## config.mk

```make
export PLATFORM = sky130hd
export DESIGN_NAME = spi_uneven_master
export DESIGN_NICKNAME = d
export VERILOG_FILES = /design/src/rtl/spi_uneven_master.sv
export SDC_FILE = /design/constraint.sdc
export NUM_CORES = 1
export LEC_CHECK = 0
export BUFFER_PORTS_ARGS = -buffer_cell sky130_fd_sc_hd__buf_2
export CORE_ASPECT_RATIO = 1.2
export CORE_MARGIN = 1
export CORE_UTILIZATION = 54
export DETAILED_ROUTE_END_ITERATION = 8
export GPL_TIMING_DRIVEN = 0
export PLACE_DENSITY = 0.77
export REMOVE_ABC_BUFFERS = 1
export SLEW_MARGIN = 20
export SYNTH_ARGS = -nofsm -noshare
export SYNTH_HDL_FRONTEND = slang
export SYNTH_SLANG_ARGS = --single-unit
```

## constraint.sdc

```tcl
create_clock -name clk -period 4 [get_ports clk]
set_input_delay 0.2 -clock clk [delete_from_list [all_inputs] [get_ports clk]]
set_output_delay 0.2 -clock clk [all_outputs]
set_load 0.01 [all_outputs]
```

## src/rtl/spi_uneven_master.sv

```systemverilog
module spi_uneven_master #(
  parameter int MAX_W = 32,
  parameter int MIN_W = 8,
  parameter int DIV_W = 8,
  localparam int LEN_W = $clog2(MAX_W + 1),
  localparam int CNT_W = DIV_W + 1
) (
  input  logic             clk,
  input  logic             rst_n,
  input  logic             start,
  input  logic [MAX_W-1:0] tx_word,
  input  logic [DIV_W-1:0] div,
  input  logic [LEN_W-1:0] word_len,
  input  logic             miso,
  output logic             sclk,
  output logic             ss_n,
  output logic             mosi,
  output logic             mosi_oe,
  output logic [MAX_W-1:0] rx_word,
  output logic             done
);

  typedef enum logic [2:0] {IDLE, LEAD, SETUP, LOW, HIGH} st_t;

  st_t              st;
  logic [CNT_W-1:0] cnt, lo_r, hi_r, plen;
  logic [LEN_W-1:0] n_r, bits, len_e;
  logic [MAX_W-1:0] tsh, rsh;
  logic [DIV_W-1:0] div_e;
  logic [CNT_W-1:0] per, lo, hi;
  logic             phase_end;

  assign div_e = (div == '0) ? DIV_W'(1) : div;
  assign per   = CNT_W'(div_e) + CNT_W'(1);
  assign lo    = div_e[0] ? (per >> 1) : CNT_W'(div_e >> 1);
  assign hi    = per - lo;
  assign len_e = (word_len < LEN_W'(MIN_W)) ? LEN_W'(MIN_W) :
                 (word_len > LEN_W'(MAX_W)) ? LEN_W'(MAX_W) : word_len;

  assign plen      = (st == LEAD || st == LOW) ? lo_r : hi_r;
  assign phase_end = (cnt == plen - CNT_W'(1));
  assign mosi      = mosi_oe ? tsh[MAX_W-1] : 1'b0;

  always_ff @(posedge clk or negedge rst_n) begin
    if (!rst_n) begin
      st      <= IDLE;
      cnt     <= '0;
      lo_r    <= '0;
      hi_r    <= '0;
      n_r     <= '0;
      bits    <= '0;
      tsh     <= '0;
      rsh     <= '0;
      rx_word <= '0;
      sclk    <= 1'b1;
      ss_n    <= 1'b1;
      mosi_oe <= 1'b0;
      done    <= 1'b0;
    end else begin
      done <= 1'b0;
      if (st == IDLE) begin
        if (start) begin
          st   <= LEAD;
          ss_n <= 1'b0;
          cnt  <= '0;
          lo_r <= lo;
          hi_r <= hi;
          n_r  <= len_e;
          bits <= '0;
          tsh  <= tx_word << (MAX_W - int'(len_e));
          rsh  <= '0;
        end
      end else if (!phase_end) begin
        cnt <= cnt + CNT_W'(1);
      end else begin
        cnt <= '0;
        case (st)
          LEAD: begin
            mosi_oe <= 1'b1;
            st      <= SETUP;
          end
          SETUP, HIGH: begin
            sclk <= 1'b0;
            rsh  <= {rsh[MAX_W-2:0], miso};
            st   <= LOW;
          end
          LOW: begin
            sclk <= 1'b1;
            if (bits == n_r - LEN_W'(1)) begin
              mosi_oe <= 1'b0;
              ss_n    <= 1'b1;
              done    <= 1'b1;
              rx_word <= rsh;
              st      <= IDLE;
            end else begin
              tsh  <= tsh << 1;
              bits <= bits + LEN_W'(1);
              st   <= HIGH;
            end
          end
          default: st <= IDLE;
        endcase
      end
    end
  end

  a_r1_idle_high: assert property (@(posedge clk) disable iff (!rst_n)
    ss_n |-> sclk);
  a_r4_oe_in_select: assert property (@(posedge clk) disable iff (!rst_n)
    mosi_oe |-> !ss_n);
  a_r5_mosi_on_rise: assert property (@(posedge clk) disable iff (!rst_n)
    (mosi_oe && $past(mosi_oe) && !$stable(mosi)) |-> $rose(sclk));
  a_r5_fall_in_xfer: assert property (@(posedge clk) disable iff (!rst_n)
    $fell(sclk) |-> (!ss_n && mosi_oe));
  a_r6_done_single: assert property (@(posedge clk) disable iff (!rst_n)
    done |=> !done);
  a_r6_done_release: assert property (@(posedge clk) disable iff (!rst_n)
    done |-> ($rose(ss_n) && $fell(mosi_oe) && $rose(sclk)));

endmodule

```

* Word level (Yosys, flattened, before mapping)
Cells that the tools add are included.
** Storage, ports and cells
- Register bits after elaboration :: 142
- Input port bits :: 50
** Operators by class
- Add/sub/neg operators :: 7
- $lt $le $gt $ge :: 2
- Equality and inequality tests :: 9
- Shifts and indexed selects :: 1
- Multiplexer cells :: 40
- Bitwise gates (word level) :: 1
- Reductions and logical operators :: 18
** Operator list (number)
- 2-to-1 mux 32 bit :: 9
- 2-to-1 mux 6 bit :: 7
- 2-to-1 mux 9 bit :: 4
- << shifter 32 x 32 -> 32 bit :: 1
- 2-to-1 mux 8 bit :: 2
- AND reduction 4 bit :: 4
- 2-to-1 mux 3 bit :: 4
- nonzero test 2 bit :: 6
- 2-to-1 mux 1 bit :: 11
- adder 8 x 1 -> 9 bit, second input constant :: 1
- adder 9 x 1 -> 9 bit, second input constant :: 1
- equality test 9 bit :: 1
- one-hot mux 3 bit (3 select lines) :: 1
- subtractor 9 x 1 -> 9 bit, second input constant :: 1
- subtractor 9 x 8 -> 9 bit :: 1
- zero test 8 bit :: 1
- subtractor 6 x 6 -> 7 bit, first input constant :: 1
- adder 6 x 1 -> 6 bit, second input constant :: 1
- equality test 3 x 2 -> 1 bit, second input constant :: 2
- equality test 6 bit :: 1
- > comparator 6 bit, second input constant :: 1
- < comparator 6 x 4 -> 1 bit, second input constant :: 1
- AND reduction 3 bit :: 2
- subtractor 6 x 1 -> 6 bit, second input constant :: 1
- other kinds (10) :: 13

* Logic depth before layout (Yosys ltp)
- Depth after elaboration :: 7
- Depth in mapped cells :: 16

* Least setup slack after synthesis
Ideal clock, no wire load.
- Path type :: register to register
- Start point :: register st[2]
- End point :: register rx_word[0]
- Setup time :: 0.125 ns
- Data arrival time :: 3.823 ns
- Required time :: 3.875 ns
- Path slack :: 0.052 ns
- Cell stages (with the launch flop) :: 17
- Clock period less this slack :: 3.948 ns
- Path through :: dfrtp_1 > buf_6 > nand2b_4 > buf_6 > buf_6 > mux2i_1 > ha_1 > o211ai_1 > a2111oi_0 > xnor2_1 > nand3_1 > or4b_1 > buf_2 > or4_1 > buf_2 > buf_6 > mux2_4
** Between the ends
- Longest elaborated chain between the ends :: 6
- Elaborated cells between the ends (all ways) :: 9
- Classes of those cells :: add/sub (1); eq/ne (3); mux (1); bitwise (1); reduce/logical (3)
** RTL lines
- from (decl) :: RTL line 25 : st_t st;
- from (signal assigned) :: RTL line 46 : st <= IDLE;
- from (signal assigned) :: RTL line 63 : st <= LEAD;
- from (signal assigned) :: RTL line 80 : st <= SETUP;
- equality test 3 x 1 -> 1 bit / equality test 3 x 2 -> 1 bit (equally long branches) :: RTL line 40, 77
- logical OR 1 bit :: RTL line 40 : assign plen = (st == LEAD || st == LOW) ? lo_r : hi_r;
- 2-to-1 mux 9 bit :: RTL line 40
- subtractor 9 x 1 -> 9 bit :: RTL line 41 : assign phase_end = (cnt == plen - CNT_W'(1));
- equality test 9 bit :: RTL line 41
- AND reduction 4 bit (no line) *
- to (signal assigned) :: RTL line 93 : rx_word <= rsh;
- to (decl) :: RTL line 19 : output logic [MAX_W-1:0] rx_word,
Mark *: on every way between the ends. The rest lies on a longest branch, timed or not.
A chain may end at the register's enable or synchronous reset.

* Worst setup path in the final report
Same ends and word-level chain as after synthesis.

==> flow_summary.ini <==
[placement]
dp.cells = 1123
postPlaceCellArea_um2 = 9300
hpwl_um = 14000
gp_congestion = 0.909
port_buffers = 86

[synth]
synth_cells = 872
ys_top_cells_by_count = 147 x nand2_1, 139 x dfrtp_1, 87 x o21ai_0
synth-seq-cells = 141
synthArstFlopShare_pct = 100
ys_types = 66
ys.flop_type = dfrtp_1
ys_seq_area_share_pct = 40.7
synth.area.top_cells = dfrtp_1 40%, mux4_2 7.3%, nand2_1 6.4%, o21ai_0 5.0%, mux2_4 5.0%
synth.largest_area_cell = dfrtp_1
syn_avg_cell_area_um2 = 9.96
yosysTopAreaCellShare_pct = 40.1
post-synth-top-count-cell = nand2_1
synth-edff-count = 0
ys.warnings.count = 0
netlist_area_um2 = 8680

[detailed_routing]
postRouteAntennaNets = 0
routedWlPerCell_um = 16.7
drc = 0
vias = 6884
wl_um = 19400
dr.pass1.iters = 5
viasPerCell = 5.93
drt_iter0_drc = 358

[floorplanning]
die_area_um2 = 16600
start_util_pct = 55.5
die_width_um = 118
pin_count = 87
die_h_um = 141
core_um2 = 15600
num_rows = 50

[critical_path]
cp_max_fo = 26
worstPathArrival_ns = 4.12
r2r_cells = 11
cp-end-kind = register
critPathKind = reg2reg
required_ns = 4.31
start_kind = register

[global_routing]
first_global_vias = 6802
grt_usage_pct = 24.9
grt_pass1_wl_um = 33000
grt_max_degree = 89
antenna_found_initial = 0
overflow = 0

[clocking]
cts_tree = yes
cts_buffer_depth = 2
htreeDepth = 4
clock-sinks = 141
clk_latency_ns = 0.43
cts-root-buf = clkbuf_16
numCtsBuffers = 17
clkTransAtPathRegs_ns = 0.06

[sta]
hold_viol_final = 0
rsz0062_at_grt = no
period_needed_ns = 3.81
slew_headroom_pct = 41.2
setup_violations = 0
fmax_ghz = 0.263
finalCritPeriodShare_pct = 95.2
slew_viol_final = 0
worst_pin_slew_ns = 0.877
fin_setup_tns_ns = 0
hold_ws_ns = 0.0637
clock_skew_ns = 0.00718

[pwr]
p_sw_mw = 2.08
seqPwrFrac_pct = 35.4
intPower_mw = 3.85
share_comb_of_total_power_pct = 36.7
pwr-share-clk_pct = 28.0
power_density_nw_per_um2 = 593
switching_share_pct = 35.1
p_leak_nw = 4.70
ir_drop_uv = 398

[run]
maxCapViolCount = 0

[layout]
drive_gt1_share_pct = 27.2
fin_nets = 1003
area_growth_pct = 15.2
seq_area_um2 = 3530
num_antenna_cells = 0
fin_area_um2 = 10000
multi_input_area_um2 = 4830
fillers = 1258
layout.cells.non_filler = 1160

[min_path]
holdPathStages = 3
hp-class = in2reg

[outcome]
status = finished clean
[routing by layer]
layer | wire (um) | GRT usage [%]
met4 | 661 | 11.9
met2 | 9900 | 43.7
met3 | 678 | 4.25
met1 | 8140 | 29.8
met5 | 0 | 0
[per-stage QoR]
step / utilization [%] / total power, mW / setup slack, ns
floorplan: - / 3.65 / -2.78
global placement: 58.3 / 4.09 / -4.94
detailed placement: 59.5 / 4.20 / -0.818
CTS: 63.8 / 5.93 / 0.0928
global route: 64.0 / 6.32 / 0.0116
finish: 64.0 / 5.93 / 0.192
[worst max-delay path: stages, from the launching register on]
cell and delay [ns]:
dfrtp_2 0.47, nand2b_4 0.20, mux2i_2 0.26, ha_1 0.22, o211ai_1 0.17, a2111oi_2 0.29, xnor2_1 0.18, nand3_2 0.16
or4b_4 0.62, or4_4 0.57, buf_12 0.20, mux2_4 0.31
[cell families after synthesis]
family,Yosys count,share of synthesized area [%]
buf+inv,91,4.50
mux,124,20.5
compound gates,192,13.9
flops,141,40.7
fa+ha+maj,14,2.10
simple gates,277,14.7
xor+xnor,33,3.57
[sequential cells by signal, indices dropped and copies added, names as in the netlist, 6 cells and up]
name     flops
rx_word     32
cnt          9
hi_r         9
tsh         32
n_r          6
bits         6
lo_r         8
rsh         32
[power by group through the flow]
stage | sequential (mW) | combinational [mW] | clock [mW]
after detailed placement | 2.11 | 2.10 | 0
after global routing | 2.15 | 2.42 | 1.75
final | 2.10 | 2.18 | 1.66
after global placement | 2.09 | 1.99 | 0
after CTS | 2.09 | 2.15 | 1.68
after floorplan | 2.02 | 1.63 | 0
[timing repair]
action	4_1_cts	5_1_grt
endpoints found under the hold margin	54	0
setup endpoints to repair	65	59
cloned	0	0
pin swaps	1	0
setup buffers	3	0
resized for setup	6	4
hold buffers	2	0
[layout make-up]
type,count,share of cell area (%)
multi-input combinational,640,48.2
timing repair buffer,103,6.26
inverter,36,1.35
sequential,141,35.3
tap,208,2.60
clock buffer,18,4.29
clock inverter,14,1.94
[cells in the final DEF (no fill, tap or decap), drive strengths merged, types with 13 or more instances in the layout]
cell    instances
nor3           16
mux4           28
buf           101
nand2         147
mux2           67
o21ai          87
nand3          21
inv            37
ha             13
nor2           38
mux2i          29
a21oi          23
clkbuf         18
dfrtp         139
xnor2          20
[final timing paths]
path,end,slack (ns),start
worst min register to register,ss_n,0.47,ss_n
worst min-delay path,n_r[2],0.06,word_len[2]
worst max-delay path,rx_word[0],0.19,st[2]
worst max register to register,rx_word[0],0.19,st[2]
max in group asynchronous,sclk,2.94,rst_n
min in group asynchronous,rx_word[30],0.27,rst_n
(Power assumes the default switching activity.)
